### src/rtl/fpga_cfg_streamer.sv
module fpga_cfg_streamer #(
  parameter int RESET_CYCLES = 50,
  parameter int GAP          = 2,
  parameter int TMO_W        = 24,
  parameter int FRAME_LEN    = 21
) (
  input  logic             clk,
  input  logic             rst_n,
  input  logic             start,
  input  logic [TMO_W-1:0] tmo_limit,
  input  logic [7:0]       src_data,
  input  logic             src_valid,
  input  logic             src_last,
  output logic             src_ready,
  output logic [7:0]       cfg_data,
  output logic             cfg_we,
  output logic             prog_n,
  input  logic             init_n,
  input  logic             done,
  output logic             busy,
  output logic             ok,
  output logic             fail,
  output logic             tmo_err
);

  localparam int RW = $clog2(RESET_CYCLES + 1);
  localparam int CW = (RW > TMO_W) ? RW : TMO_W;
  localparam int GW = $clog2(GAP + 2);
  localparam int IW = $clog2(FRAME_LEN + 8);

  localparam logic [7:0] B_PRE  = 8'h4F;
  localparam logic [7:0] B_CHK  = 8'h4B;
  localparam logic [7:0] B_FILL = 8'hFF;

  typedef enum logic [3:0] {
    S_IDLE, S_RST, S_WAIT, S_HDR, S_FCHK, S_PRE, S_PAY, S_CHK, S_PAD, S_STUP, S_FIN
  } state_t;

  state_t         st;
  logic [CW-1:0]  cnt;
  logic [GW-1:0]  gap;
  logic [IW-1:0]  idx;
  logic           early;
  logic           last_seen;

  wire go   = (gap == '0);
  wire take = src_ready && src_valid;

  assign src_ready = (st == S_PAY) && go;
  assign busy      = (st != S_IDLE);

  function automatic logic [7:0] hdr_byte(input logic [IW-1:0] i);
    case (i)
      IW'(3):  hdr_byte = B_PRE;
      IW'(4):  hdr_byte = 8'h80;
      IW'(5):  hdr_byte = 8'hAF;
      IW'(6):  hdr_byte = 8'h9B;
      IW'(7):  hdr_byte = B_CHK;
      default: hdr_byte = B_FILL;
    endcase
  endfunction

  function automatic logic [7:0] pad_byte(input logic [IW-1:0] i);
    pad_byte = (i == IW'(1)) ? B_CHK : B_FILL;
  endfunction

  always_ff @(posedge clk or negedge rst_n) begin
    if (!rst_n) begin
      st        <= S_IDLE;
      cnt       <= '0;
      gap       <= '0;
      idx       <= '0;
      early     <= 1'b0;
      last_seen <= 1'b0;
      cfg_data  <= 8'h00;
      cfg_we    <= 1'b0;
      prog_n    <= 1'b1;
      ok        <= 1'b0;
      fail      <= 1'b0;
      tmo_err   <= 1'b0;
    end else begin
      cfg_we <= 1'b0;
      if (!go) gap <= gap - 1'b1;
      case (st)
        S_IDLE:
          if (start) begin
            st        <= S_RST;
            cnt       <= CW'(RESET_CYCLES - 1);
            prog_n    <= 1'b0;
            ok        <= 1'b0;
            fail      <= 1'b0;
            tmo_err   <= 1'b0;
            early     <= 1'b0;
            last_seen <= 1'b0;
          end
        S_RST:
          if (cnt == '0) begin
            prog_n <= 1'b1;
            st     <= S_WAIT;
          end else begin
            cnt <= cnt - 1'b1;
          end
        S_WAIT:
          if (init_n) begin
            st  <= S_HDR;
            idx <= '0;
          end else if (cnt == CW'(tmo_limit)) begin
            tmo_err <= 1'b1;
            fail    <= 1'b1;
            st      <= S_IDLE;
          end else begin
            cnt <= cnt + 1'b1;
          end
        S_HDR:
          if (go) begin
            cfg_we   <= 1'b1;
            cfg_data <= hdr_byte(idx);
            gap      <= GW'(GAP);
            if (idx == IW'(7)) st <= S_FCHK;
            else idx <= idx + 1'b1;
          end
        S_FCHK: begin
          idx <= '0;
          if (last_seen) begin
            st <= S_STUP;
          end else if (!init_n || done) begin
            early <= 1'b1;
            st    <= S_STUP;
          end else begin
            st <= S_PRE;
          end
        end
        S_PRE:
          if (go) begin
            cfg_we   <= 1'b1;
            cfg_data <= B_PRE;
            gap      <= GW'(GAP);
            idx      <= '0;
            st       <= S_PAY;
          end
        S_PAY:
          if (take) begin
            cfg_we   <= 1'b1;
            cfg_data <= src_data;
            gap      <= GW'(GAP);
            if (idx == IW'(FRAME_LEN - 1)) begin
              last_seen <= src_last;
              st        <= S_CHK;
            end else begin
              idx <= idx + 1'b1;
            end
          end
        S_CHK:
          if (go) begin
            cfg_we   <= 1'b1;
            cfg_data <= B_CHK;
            gap      <= GW'(GAP);
            idx      <= '0;
            st       <= S_PAD;
          end
        S_PAD:
          if (go) begin
            cfg_we   <= 1'b1;
            cfg_data <= pad_byte(idx);
            gap      <= GW'(GAP);
            if (idx == IW'(4)) st <= S_FCHK;
            else idx <= idx + 1'b1;
          end
        S_STUP:
          if (go) begin
            cfg_we   <= 1'b1;
            cfg_data <= B_FILL;
            gap      <= GW'(GAP);
            if (idx == IW'(3)) st <= S_FIN;
            else idx <= idx + 1'b1;
          end
        S_FIN:
          if (go) begin
            ok   <= !early && done;
            fail <= early || !done;
            st   <= S_IDLE;
          end
        default: st <= S_IDLE;
      endcase
    end
  end


  strobe_gap_chk: assert property (@(posedge clk) disable iff (!rst_n)
    (GAP > 0 && cfg_we) |=> !cfg_we);


  prog_quiet_chk: assert property (@(posedge clk) disable iff (!rst_n)
    !prog_n |-> !cfg_we);


  take_write_chk: assert property (@(posedge clk) disable iff (!rst_n)
    (src_ready && src_valid) |=> (cfg_we && cfg_data == $past(src_data)));


  result_excl_chk: assert property (@(posedge clk) disable iff (!rst_n)
    !(ok && fail));


  busy_clear_chk: assert property (@(posedge clk) disable iff (!rst_n)
    busy |-> (!ok && !fail));


  tmo_fail_chk: assert property (@(posedge clk) disable iff (!rst_n)
    tmo_err |-> (fail && !ok));

endmodule

### config.mk
export PLATFORM = sky130hd
export DESIGN_NAME = fpga_cfg_streamer
export DESIGN_NICKNAME = d
export VERILOG_FILES = /design/src/rtl/fpga_cfg_streamer.sv
export SDC_FILE = /design/constraint.sdc
export NUM_CORES = 1
export LEC_CHECK = 0
export ABC_AREA = 0
export BUFFER_PORTS_ARGS = -buffer_cell sky130_fd_sc_hd__buf_2
export CORE_ASPECT_RATIO = 1.2
export CORE_MARGIN = 2
export CORE_UTILIZATION = 35
export DETAILED_ROUTE_END_ITERATION = 10
export PLACE_DENSITY = 0.5
export SLEW_MARGIN = 30
export SYNTH_ARGS = -nofsm -noshare
export SYNTH_HDL_FRONTEND = slang
export SYNTH_SLANG_ARGS = --single-unit
### constraint.sdc
create_clock -name clk -period 6.8 [get_ports clk]
set_input_delay 1.02 -clock clk [delete_from_list [all_inputs] [get_ports clk]]
set_output_delay 1.02 -clock clk [all_outputs]
set_load 0.01 [all_outputs]
==> results of run 1 <==
[worst max-delay path: stages]
cell	delay, ns
buf_2	0.10
xor2_1	0.13
nor4_1	0.65
nand4_1	0.31
o31ai_1	0.34
nand2b_2	0.68
nor2_1	0.41
a32o_1	0.32
[routing by layer]
layer	part of all wire, %	wire length, µm	track usage, %	vias up
met1	43	5240	23.4	1861
met4	2.1	256	6.76	0
met5	0	0	0	-
met3	3.9	475	3.77	14
met2	50	6080	34.1	88
li1	-	-	-	1923
[layout make-up]
type | count | area [µm²] | area share [%]
multi-input cells | 409 | 2770 | 58.5
well taps | 157 | 196 | 4.14
inverters | 19 | 71.3 | 1.50
flip-flops and latches | 50 | 1250 | 26.4
clock inverters | 3 | 45.0 | 0.949
repair buffers | 55 | 280 | 5.91
clock buffers | 5 | 125 | 2.64
[worst paths after layout]
path                               end  slack, ns
max                            cnt[15]       3.00
min                        cfg_data[2]       0.50
max reg2reg                    cnt[18]       3.09
min reg2reg                cfg_data[2]       0.50
max in group asynchronous  cfg_data[4]       5.49
min in group asynchronous       gap[0]       0.84
[per-stage QoR]
stage               hold slack, ns  utilization (%)  std cells  instance area, µm²  total power (µW)
floorplan                    0.506                -        497                4220               309
global placement             0.490             39.2        690                4570               330
detailed placement           0.495             39.2        690                4570               331
CTS                          0.513             40.6        698                4740               638
global route                 0.531             40.6        698                4740               655
finish                       0.503             40.6        698                4740               631
[synth_stat cells, types with 4 or more instances]
| cell | instances | area (µm²) |
|---|---|---|
| nand2_1 | 59 | 221 |
| dfrtp_1 | 49 | 1230 |
| a21oi_1 | 36 | 180 |
| nor2_1 | 32 | 120 |
| ha_1 | 31 | 388 |
| xor2_1 | 31 | 272 |
| o21ai_0 | 25 | 125 |
| inv_1 | 18 | 67.6 |
| nand3_1 | 16 | 80.1 |
| nor4_1 | 14 | 87.6 |
| a21o_1 | 13 | 97.6 |
| nor3_1 | 12 | 60.1 |
| o31ai_1 | 12 | 90.1 |
| a22o_1 | 11 | 96.3 |
| xnor2_1 | 11 | 96.3 |
| buf_2 | 7 | 35.0 |
| a31oi_1 | 6 | 37.5 |
| nor2b_1 | 6 | 37.5 |
| o211ai_1 | 5 | 37.5 |
| o22ai_1 | 5 | 31.3 |
| a211oi_1 | 4 | 30.0 |
| and3_1 | 4 | 25.0 |
| buf_6 | 4 | 45.0 |
| clkbuf_1 | 4 | 15.0 |
| mux2i_1 | 4 | 40.0 |
| nand2b_1 | 4 | 25.0 |
| nand4_1 | 4 | 25.0 |
| o21a_1 | 4 | 30.0 |
[where the power goes]
| group | switching, µW | internal (µW) |
|---|---|---|
| Sequential | 0.000000489 | 297 |
| Combinational | 15.6 | 11.7 |
| Clock | 132 | 174 |
| Total | 148 | 483 |
[logic make-up (layout without fill, tap and decap cells)]
kind of cell | Yosys count | after routing
multiplexers | 4 | 4
AND/OR/NAND/NOR | 175 | 175
flip-flops | 50 | 50
buffers and inverters | 38 | 82
XOR/XNOR | 42 | 42
AO/OA/AOI/OAI | 156 | 156
adder cells (fa/ha/maj) | 32 | 32
[registers in the layout, summed over array words and instances, names as in the netlist, 2 cells and up]
register / count
cfg_data: 8
cnt: 24
gap: 2
idx: 5
st: 4
==> flow_metrics.env, run 1 <==
export IMPL_finalMaxSlewViolations=0
export IMPL_synth_area_mm2=0.00422
export IMPL_cts_resized=0
export IMPL_synthToLayoutAreaGrowth_pct=12.5
export IMPL_leakage_uw=0.00195
export IMPL_grt_pass1_wl_mm=20.2
export IMPL_tritoncts="done"
export IMPL_layout_drive_gt1_share_pct=15.2
export IMPL_crit_path_start="tmo_limit[13]"
export IMPL_rsz0062_at_grt="false"
export IMPL_layout_nets=611
export IMPL_cp_start_kind="input port"
export IMPL_drt_total_wl_mm=12.0
export IMPL_finalSetupViolCount=0
export IMPL_initial_core_util_pct=36.1
export IMPL_worst_ep_arrival_time_ns=4.00
export IMPL_clk_latency_ns=0.31
export IMPL_numPortBuffers=53
export IMPL_ant_nets=0
export IMPL_syn_area_per_cell_um2=8.49
export IMPL_cts_sinks=50
export IMPL_hold_path_class="register to register"
export IMPL_synthMuxAreaShare_pct=0.949
export IMPL_worst_pin_slew_ns=0.830
export IMPL_status="finished, final reports clean"
export IMPL_place_hpwl_mm=8.86
export IMPL_synth_edff_count=0
export IMPL_drt_pass1_iter_count=4
export IMPL_cp_required_ns=7.00
export IMPL_synth_xor_area_share_pct=8.72
export IMPL_grt_overflow=0
export IMPL_antenna_found_initial=0
export IMPL_final_setup_skew_ns=0.00585
export IMPL_relSlewSlack_pct=44.5
export IMPL_ys_ff_latch=50
export IMPL_syn_nets=568
export IMPL_vdd_drop_max_mv=0.149
export IMPL_setup_slack_ns=3.00
export IMPL_fmax_ghz=0.263
export IMPL_grt_max_degree=51
export IMPL_synthFlopType="dfrtp_1"
export IMPL_min_delay_start="cfg_data[2]"
export IMPL_wire_per_inst_um=17.3
export IMPL_clk_pin_slew_worst_paths_ns=0.08
export IMPL_grt_pass1_vias=3998
export IMPL_dieArea_mm2=0.0130
export IMPL_ios=54
export IMPL_fillers=1181
export IMPL_synthAdderAreaFrac_pct=9.67
export IMPL_power_density_mw_per_mm2=133
export IMPL_vias_per_cell=5.57
export IMPL_hold_viol_final=0
export IMPL_cts_root_buf="clkbuf_16"
export IMPL_place_ws_ns=2.74
export IMPL_clock_path_buffers=2
export IMPL_crit_fanout=40
export IMPL_synth_compound_area_share_pct=25.8
export IMPL_hold_buffers=0
export IMPL_cts_buffers=5
export IMPL_r2r_cells=11
export IMPL_antenna_cells=0
export IMPL_num_rows=43
export IMPL_period_share_pct=55.9
export IMPL_cts_htree_levels=2
export IMPL_gp_congestion=0.877
export IMPL_crit_type="input port to register"
export IMPL_timing_rr_start="st[3]"
export IMPL_drt_iter0_drc=180
export IMPL_core_mm2=0.0117
export IMPL_dieWidth_um=104
export IMPL_drv_cap=0
export IMPL_die_y_um=124
export IMPL_yosysSeqAreaShare_pct=29.7
export IMPL_synth_top_family_by_area="compound AO/OA/AOI/OAI gates"
export IMPL_synth_cell_types=75
export IMPL_crit_path_end_kind="register"
export IMPL_drc=0
export IMPL_grt_total_usage_pct=19.4
export IMPL_netlist_instances=497
export IMPL_synth_warnings=0
export IMPL_period_minus_slack_ns=3.80
export IMPL_postCtsSetupBuffers=0
export IMPL_synthSimpleGateAreaFrac_pct=20.6
export IMPL_final_common_cell="nand2_1"
export IMPL_setup_tns_ns=0
export IMPL_whs_path_depth=1
export IMPL_layout_common_cells="59 x nand2_1, 53 x buf_2, 49 x dfrtp_1, 36 x a21oi_1, 32 x nor2_1"
export IMPL_num_vias=3886
export IMPL_async_flop_share_pct=100
No activity file was read; power rests on OpenSTA's default activity.
==> inputs of run 2 (changes only) <==
--- a/config.mk
+++ b/config.mk
@@ -5,13 +5,13 @@
 export SDC_FILE = /design/constraint.sdc
 export NUM_CORES = 1
 export LEC_CHECK = 0
-export ABC_AREA = 0
+export ABC_AREA = 1
 export BUFFER_PORTS_ARGS = -buffer_cell sky130_fd_sc_hd__buf_2
 export CORE_ASPECT_RATIO = 1.2
 export CORE_MARGIN = 2
 export CORE_UTILIZATION = 35
 export DETAILED_ROUTE_END_ITERATION = 10
-export PLACE_DENSITY = 0.5
+export PLACE_DENSITY = 0.51
 export SLEW_MARGIN = 30
 export SYNTH_ARGS = -nofsm -noshare
 export SYNTH_HDL_FRONTEND = slang
==> constraint.sdc (replaced) <==
create_clock -name clk -period 3.3 [get_ports clk]
set_input_delay 0.495 -clock clk [delete_from_list [all_inputs] [get_ports clk]]
set_output_delay 0.495 -clock clk [all_outputs]
set_load 0.01 [all_outputs]
==> flow_metrics.env, run 2 <==
export IMPL_crit_path_end_kind="register"
export IMPL_cp_required_ns=3.46
export IMPL_cts_buffers=5
export IMPL_synthToLayoutAreaGrowth_pct=11.9
export IMPL_synth_cell_types=35
export IMPL_async_flop_share_pct=100
export IMPL_synth_xor_area_share_pct=6.32
export IMPL_period_share_pct=86.9
export IMPL_ios=54
export IMPL_cts_htree_levels=2
export IMPL_synthFlopType="dfrtp_1"
export IMPL_r2r_cells=14
export IMPL_crit_fanout=19
export IMPL_cp_slowest_cell="o21ai_0"
export IMPL_syn_area_per_cell_um2=6.28
export IMPL_drv_cap=0
export IMPL_tritoncts="done"
export IMPL_postCtsSetupBuffers=0
export IMPL_yosys_area_top_type_share_pct=25.3
export IMPL_die_y_um=133
export IMPL_power_density_mw_per_mm2=1150
export IMPL_worst_pin_slew_ns=0.734
export IMPL_syn_nets=843
export IMPL_drt_iter0_drc=187
export IMPL_regMostFlops="cnt"
export IMPL_core_mm2=0.0136
export IMPL_clk_pin_slew_worst_paths_ns=0.08
export IMPL_period_minus_slack_ns=2.87
export IMPL_synth_top_area_cell="dfrtp_1"
export IMPL_cts_sinks=50
export IMPL_synthSimpleGateAreaFrac_pct=37.9
export IMPL_crit_type="register to register"
export IMPL_grt_pass1_vias=4858
export IMPL_vias_per_cell=4.84
export IMPL_layout_common_cells="273 x nand2_1, 121 x inv_1, 83 x nor2_1, 52 x buf_2, 50 x nand3_1"
export IMPL_ant_nets=0
export IMPL_top_regs="cnt (24), cfg_data (8), idx (5)"
export IMPL_hold_viol_final=0
export IMPL_drt_total_wl_mm=14.2
export IMPL_cts_root_buf="clkbuf_16"
export IMPL_crit_top_cell="nand2_1"
export IMPL_place_hpwl_mm=11.6
export IMPL_antenna_cells=0
export IMPL_ys_ff_latch=50
export IMPL_synth_common_cells="273 x nand2_1, 121 x inv_1, 83 x nor2_1, 50 x nand3_1, 49 x dfrtp_1"
export IMPL_num_rows=47
export IMPL_dieWidth_um=111
export IMPL_layout_drive_gt1_share_pct=12.2
export IMPL_layout_cells_non_filler=999
export IMPL_initial_core_util_pct=35.5
export IMPL_grt_pass1_wl_mm=23.2
export IMPL_finalMaxSlewViolations=0
export IMPL_numPortBuffers=53
export IMPL_clock_path_buffers=2
export IMPL_yosysSeqAreaShare_pct=25.8
export IMPL_gp_congestion=0.889
export IMPL_vdd_drop_max_mv=0.403
export IMPL_fmax_ghz=0.349
export IMPL_synthMuxAreaShare_pct=0
export IMPL_grt_overflow=0
export IMPL_setup_tns_ns=0
export IMPL_cp_start_kind="register"
export IMPL_layout_nets=898
export IMPL_final_common_cell="nand2_1"
export IMPL_hold_buffers=0
export IMPL_rsz0062_at_grt="false"
export IMPL_cts_resized=0
export IMPL_finalSetupViolCount=0
export IMPL_synth_compound_area_share_pct=10.3
export IMPL_status="finished, final reports clean"
export IMPL_leakage_uw=0.00298
export IMPL_place_inst=991
export IMPL_synth_top_family_by_area="simple AND/OR/NAND/NOR gates"
export IMPL_grt_max_degree=40
export IMPL_antenna_found_initial=0
export IMPL_hold_path_class="input port to async pin"
export IMPL_drt_pass1_iter_count=4
export IMPL_drc=0
export IMPL_num_vias=4834
export IMPL_synthAdderAreaFrac_pct=8.42
export IMPL_synth_warnings=0
export IMPL_grt_total_usage_pct=19.4
export IMPL_clk_latency_ns=0.30
export IMPL_worst_ep_arrival_time_ns=3.03
export IMPL_final_setup_skew_ns=0.00700
export IMPL_synth_area_leaders="dfrtp_1 25%, nand2_1 21%, inv_1 9.4%, ha_1 8.0%, nor2_1 6.4%"
export IMPL_yosys_cell_count_top_type="nand2_1"
export IMPL_netlist_instances=772
export IMPL_cp_slowest_stage_delay_ns=0.56
export IMPL_relSlewSlack_pct=50.9
export IMPL_dieArea_mm2=0.0148
export IMPL_wire_per_inst_um=14.2
export IMPL_synth_area_mm2=0.00485
export IMPL_cp_cell_sequence="inv_2 > nand3_4 > inv_4 > fa_1 > inv_1 > nand2_1 > o21ai_0 > nand2_1 > nand2_1 > nand2_1 > nand2_1 > nand2_1 > nand3_1 > o21ai_1"
export IMPL_synth_edff_count=0
export IMPL_largest_reg_flops=24
## run 2: where the power goes
group	internal, µW	switching (µW)
combinational	1560	3100
sequential	823	227
clock	282	258
total	2660	3590
## run 2: cell families after synthesis
group	after synthesis
flip-flops	50
XOR/XNOR	35
adder cells (fa/ha/maj)	32
AND/OR/NAND/NOR	439
buffers and inverters	134
AO/OA/AOI/OAI	82
## run 2: path summary, 6_finish.rpt
check	start	to	slack [ns]
min in group clk	start	prog_n	0.35
worst max register to register	st[0]	cnt[16]	0.43
max in group asynchronous	rst_n	cnt[3]	2.53
worst max-delay path	st[0]	cnt[16]	0.43
worst min-delay path	rst_n	cfg_data[3]	0.17
worst min register to register	last_seen	early	0.48
## run 2: routing by layer
layer  vias to the layer above  global-route usage (%)  routed length [µm]
met5                         -                       0                   0
met4                         0                    7.41                 446
met3                        27                    2.11                 350
met2                        89                    37.6                7550
met1                      2194                    21.5                5840
li1                       2524                       -                   -
## run 2: metrics by stage
| step | setup WS (ns) | total power [µW] | cell area (µm²) | hold WS [ns] | utilization, % |
|---|---|---|---|---|---|
| 2_1_floorplan | 1.03 | 4650 | 4850 | 0.199 | - |
| 3_3_place_gp | 0.417 | 5760 | 5280 | 0.470 | 38.7 |
| 3_5_place_dp | 0.448 | 5760 | 5280 | 0.465 | 38.7 |
| 4_1_cts | 0.431 | 6330 | 5420 | 0.343 | 39.7 |
| 5_1_grt | 0.162 | 7010 | 5420 | 0.215 | 39.8 |
| 6_report | 0.433 | 6250 | 5420 | 0.175 | 39.8 |
## run 2: area by class of cell
class,instances,area (µm²)
well taps,171,214
clock inverters,3,21.3
fillers,1518,8220
inverters,127,479
multi-input cells,588,3050
flip-flops and latches,50,1250
clock buffers,5,125
repair buffers,55,283
## run 2: critical path: cells and delay by family, from the launching register on
kind | cells | cell delay (ns)
fa+ha+maj | 1 | 0.40
compound gates | 2 | 0.62
buf+inv | 3 | 0.34
flops | 1 | 0.49
simple gates | 8 | 0.87
